`config.mk`:
```
export PLATFORM = sky130hd
export DESIGN_NAME = prefix_adder
export DESIGN_NICKNAME = d
export VERILOG_FILES = /design/src/rtl/prefix_adder_pkg.sv /design/src/rtl/pg_precompute.sv /design/src/rtl/prefix_cell.sv /design/src/rtl/prefix_network.sv /design/src/rtl/sum_post.sv /design/src/rtl/prefix_adder.sv
export SDC_FILE = /design/constraint.sdc
export NUM_CORES = 1
export LEC_CHECK = 0
export ABC_AREA = 0
export BUFFER_PORTS_ARGS = -buffer_cell sky130_fd_sc_hd__buf_2
export CAP_MARGIN = 20
export CORE_UTILIZATION = 35
export DETAILED_ROUTE_END_ITERATION = 10
export PLACE_DENSITY = 0.65
export SYNTH_ARGS = -nofsm -noshare
export SYNTH_HDL_FRONTEND = slang
export SYNTH_SLANG_ARGS = --single-unit
```
`constraint.sdc`:
```
create_clock -name vclk -period 2.3
set_input_delay 0 -clock vclk [all_inputs]
set_output_delay 0 -clock vclk [all_outputs]
set_load 0.005 [all_outputs]
```
`src/rtl/prefix_adder_pkg.sv`:
```
package prefix_adder_pkg;

  typedef struct packed {
    logic g;
    logic p;
  } gp_t;

endpackage

```
`src/rtl/pg_precompute.sv`:
```
module pg_precompute
  import prefix_adder_pkg::*;
#(
  parameter int WIDTH = 16
) (
  input  logic [WIDTH-1:0] a_i,
  input  logic [WIDTH-1:0] b_i,
  output gp_t  [WIDTH-1:0] leaf_o
);

  for (genvar i = 0; i < WIDTH; i++) begin : g_bit
    assign leaf_o[i].g = a_i[i] & b_i[i];
    assign leaf_o[i].p = a_i[i] ^ b_i[i];
  end

endmodule

```
`src/rtl/prefix_cell.sv`:
```
module prefix_cell
  import prefix_adder_pkg::*;
(
  input  gp_t hi_i,
  input  gp_t lo_i,
  output gp_t grp_o
);

  assign grp_o.g = hi_i.g | (hi_i.p & lo_i.g);
  assign grp_o.p = hi_i.p & lo_i.p;

endmodule

```
`src/rtl/prefix_network.sv`:
```
module prefix_network
  import prefix_adder_pkg::*;
#(
  parameter int WIDTH = 16
) (
  input  gp_t [WIDTH-1:0] leaf_i,
  output gp_t [WIDTH-1:0] grp_o
);

  localparam int LEVELS = (WIDTH > 1) ? $clog2(WIDTH) : 1;

  gp_t [LEVELS:0][WIDTH-1:0] row;

  assign row[0] = leaf_i;

  for (genvar k = 0; k < LEVELS; k++) begin : g_lvl
    localparam int SPAN = 1 << k;
    for (genvar i = 0; i < WIDTH; i++) begin : g_pos
      if (i >= SPAN) begin : g_comb
        prefix_cell u_cell (
          .hi_i  (row[k][i]),
          .lo_i  (row[k][i-SPAN]),
          .grp_o (row[k+1][i])
        );
      end else begin : g_pass
        assign row[k+1][i] = row[k][i];
      end
    end
  end

  assign grp_o = row[LEVELS];

endmodule

```
`src/rtl/sum_post.sv`:
```
module sum_post
  import prefix_adder_pkg::*;
#(
  parameter int WIDTH = 16
) (
  input  gp_t  [WIDTH-1:0] leaf_i,
  input  gp_t  [WIDTH-1:0] grp_i,
  output logic [WIDTH-1:0] sum_o,
  output logic             cout_o
);

  logic [WIDTH-1:0] carry_in;

  // carry into bit i is the group generate of bits i-1..0
  assign carry_in[0] = 1'b0;
  for (genvar i = 1; i < WIDTH; i++) begin : g_cin
    assign carry_in[i] = grp_i[i-1].g;
  end

  for (genvar i = 0; i < WIDTH; i++) begin : g_sum
    assign sum_o[i] = leaf_i[i].p ^ carry_in[i];
  end

  assign cout_o = leaf_i[WIDTH-1].g | (leaf_i[WIDTH-1].p & carry_in[WIDTH-1]);

endmodule

```
`src/rtl/prefix_adder.sv`:
```
module prefix_adder
  import prefix_adder_pkg::*;
#(
  parameter int WIDTH = 16
) (
  input  logic [WIDTH-1:0] a_i,
  input  logic [WIDTH-1:0] b_i,
  output logic [WIDTH-1:0] sum_o,
  output logic             cout_o
);

  gp_t [WIDTH-1:0] leaf;
  gp_t [WIDTH-1:0] grp;

  pg_precompute #(.WIDTH(WIDTH)) u_pre (
    .a_i    (a_i),
    .b_i    (b_i),
    .leaf_o (leaf)
  );

  prefix_network #(.WIDTH(WIDTH)) u_net (
    .leaf_i (leaf),
    .grp_o  (grp)
  );

  sum_post #(.WIDTH(WIDTH)) u_post (
    .leaf_i (leaf),
    .grp_i  (grp),
    .sum_o  (sum_o),
    .cout_o (cout_o)
  );

endmodule

```
==> out/metrics.yaml <==
route:
  vias_per_cell: 5.14
  wl_per_cell_um: 10.6
  first_pass_iters: 4
  vias: 967
  drtAntennaViolNets: 0
  routed_wl_um: 1990
  drc_errors: 0
  drt_iter0_markers: 8
floorplanning:
  placementRows: 17
  die_area_mm2: 0.00258
  die_x_um: 50.8
  initial_core_util: 0.373
  core_mm2: 0.00223
  pin_count: 49
  die_h_um: 50.8
placement:
  gp_congestion: 0.773
  hpwl_um: 1800
  pre_cts_ws_ns: 0.380
  port_buffers: 49
flow_run:
  max-cap-violations: 0
timing:
  rsz0062_at_grt: "false"
  max_freq_mhz: 519
  period_needed_ns: 1.93
  finalHoldViolations: 0
  setup_violations: 0
  tightestPinTransition_ns: 0.320
  fin_crit_sh: 0.837
  finalWorstSetupSlack_ns: 0.375
  maxSlewHeadroom: 0.786
  tns_ns: 0
  slew_viol_final: 0
yosys:
  yosysSeqAreaShare: 0
  syn_inst: 113
  synth.cell_area_um2: 833
  avgSynthCellArea_um2: 7.37
  synth_nets: 162
  synth_cell_types: 33
  yosysWarningCount: 0
final_layout:
  nClkBuffers: 0
  fill_cells: 242
  final_cell_mix: "buf_2, ha_1, inv_1, a21oi_1, nand2_1"
  layout.nets: 211
  flops_and_latches: 0
  area_delta_synth_final_pct: 32.7
  antenna_cells: 0
  drive_gt1_frac: 0.375
  final_common_cell: "buf_2"
  final-seq-area_um2: 0
cts:
  cts_hold_buf: 0
  cts_resized: 0
  post-cts-setup-buffers: 0
critical_path:
  path_max_fanout: 3
  cp-start-kind: "primary input"
  crit_type: "in -> out"
  startpoint: "a_i[1]"
  endpoint_kind: "output pin"
  cp.required_ns: 2.30
  cp.arrival_ns: 1.93
global_route:
  grt_max_degree: 13
  antenna_found_initial: 0
  grt_usage: 0.157
  grt_pass1_wl_um: 3340
  first_global_vias: 821
  grt.overflow.total: 0
power:
  ir_drop_mv: 0.131
  p_leak_nw: 0.601
  power_density_mw_per_mm2: 289
status:
  status: "finished, final reports clean"
min_path:
  hold_class: "in -> out"
  hp-start: "b_i[0]"
## stage by stage
stage               hold WS (ns)   util  instance area (µm²)  instances  power, W
finish                     0.277  0.495                 1110        188  0.000320
global route               0.287  0.495                 1110        188  0.000360
CTS                        0.281  0.495                 1110        188  0.000323
detailed placement         0.279  0.495                 1110        188  0.000321
global placement           0.277  0.495                 1110        188  0.000315
floorplan                  0.109      -                  833        113  0.000208
## path summary, 6_finish.rpt
kind / depth (start not counted) / end / slack (ns)
worst max-delay path: 10 / sum_o[15] / 0.37
worst min-delay path: 3 / sum_o[0] / 0.28
## metal layers
metal | vias to the layer above | wire [µm] | GRT usage
met5 | - | 0 | 0
li1 | 510 | - | -
met2 | 21 | 967 | 0.284
met3 | 0 | 72 | 0.00303
met1 | 436 | 952 | 0.216
met4 | 0 | 0 | 0
## synthesized netlist by cell type
cell type / n / area, µm²
mux2i_1: 2 / 20.0
o21ai_1: 2 / 10.0
o211ai_2: 1 / 12.5
a211oi_1: 1 / 7.51
a21oi_1: 10 / 50.1
xor2_1: 5 / 43.8
clkbuf_1: 2 / 7.51
nand3_1: 3 / 15.0
fa_1: 2 / 40.0
nand4_1: 3 / 18.8
nor2_1: 7 / 26.3
o21ai_0: 3 / 15.0
o211ai_1: 3 / 22.5
and3_1: 2 / 12.5
xnor2_1: 6 / 52.6
o31a_1: 2 / 17.5
o2111ai_1: 1 / 8.76
nor3_1: 1 / 5.00
nor2b_1: 2 / 12.5
or3_1: 2 / 12.5
a311oi_2: 1 / 15.0
nand2_1: 9 / 33.8
a221oi_2: 1 / 15.0
or2_2: 1 / 6.26
and2_1: 1 / 6.26
inv_1: 11 / 41.3
a21oi_2: 3 / 26.3
and4_4: 1 / 11.3
nand2b_1: 3 / 18.8
a21o_1: 4 / 30.0
o21ai_2: 2 / 17.5
ha_1: 15 / 188
nor2b_4: 1 / 13.8
## worst max-delay path, stage by stage
cell and delay (ns):
buf_2 0.11, ha_1 0.26, a21o_1 0.13, and4_4 0.24, o211ai_2 0.12, nor2b_4 0.15, o31a_1 0.29, fa_1 0.48
inv_1 0.03, buf_2 0.11
## area by class of cell
cell class / instances / area [µm²] / area share
Inverter: 11 / 41.3 / 0.0373
Multi-Input combinational cell: 100 / 785 / 0.709
Tap cell: 28 / 35.0 / 0.0317
Timing Repair Buffer: 49 / 245 / 0.222
## power breakdown
group          internal (W)  switching, W
Combinational      0.000158      0.000162
Sequential                0             0
Clock                     0             0
## cells by family after synthesis
| group | synth area share |
|---|---|
| xor+xnor | 0.116 |
| buf+inv | 0.0586 |
| compound gates | 0.297 |
| fa+ha+maj | 0.273 |
| mux | 0.0240 |
| simple gates | 0.231 |
(Power assumes the default switching activity.)
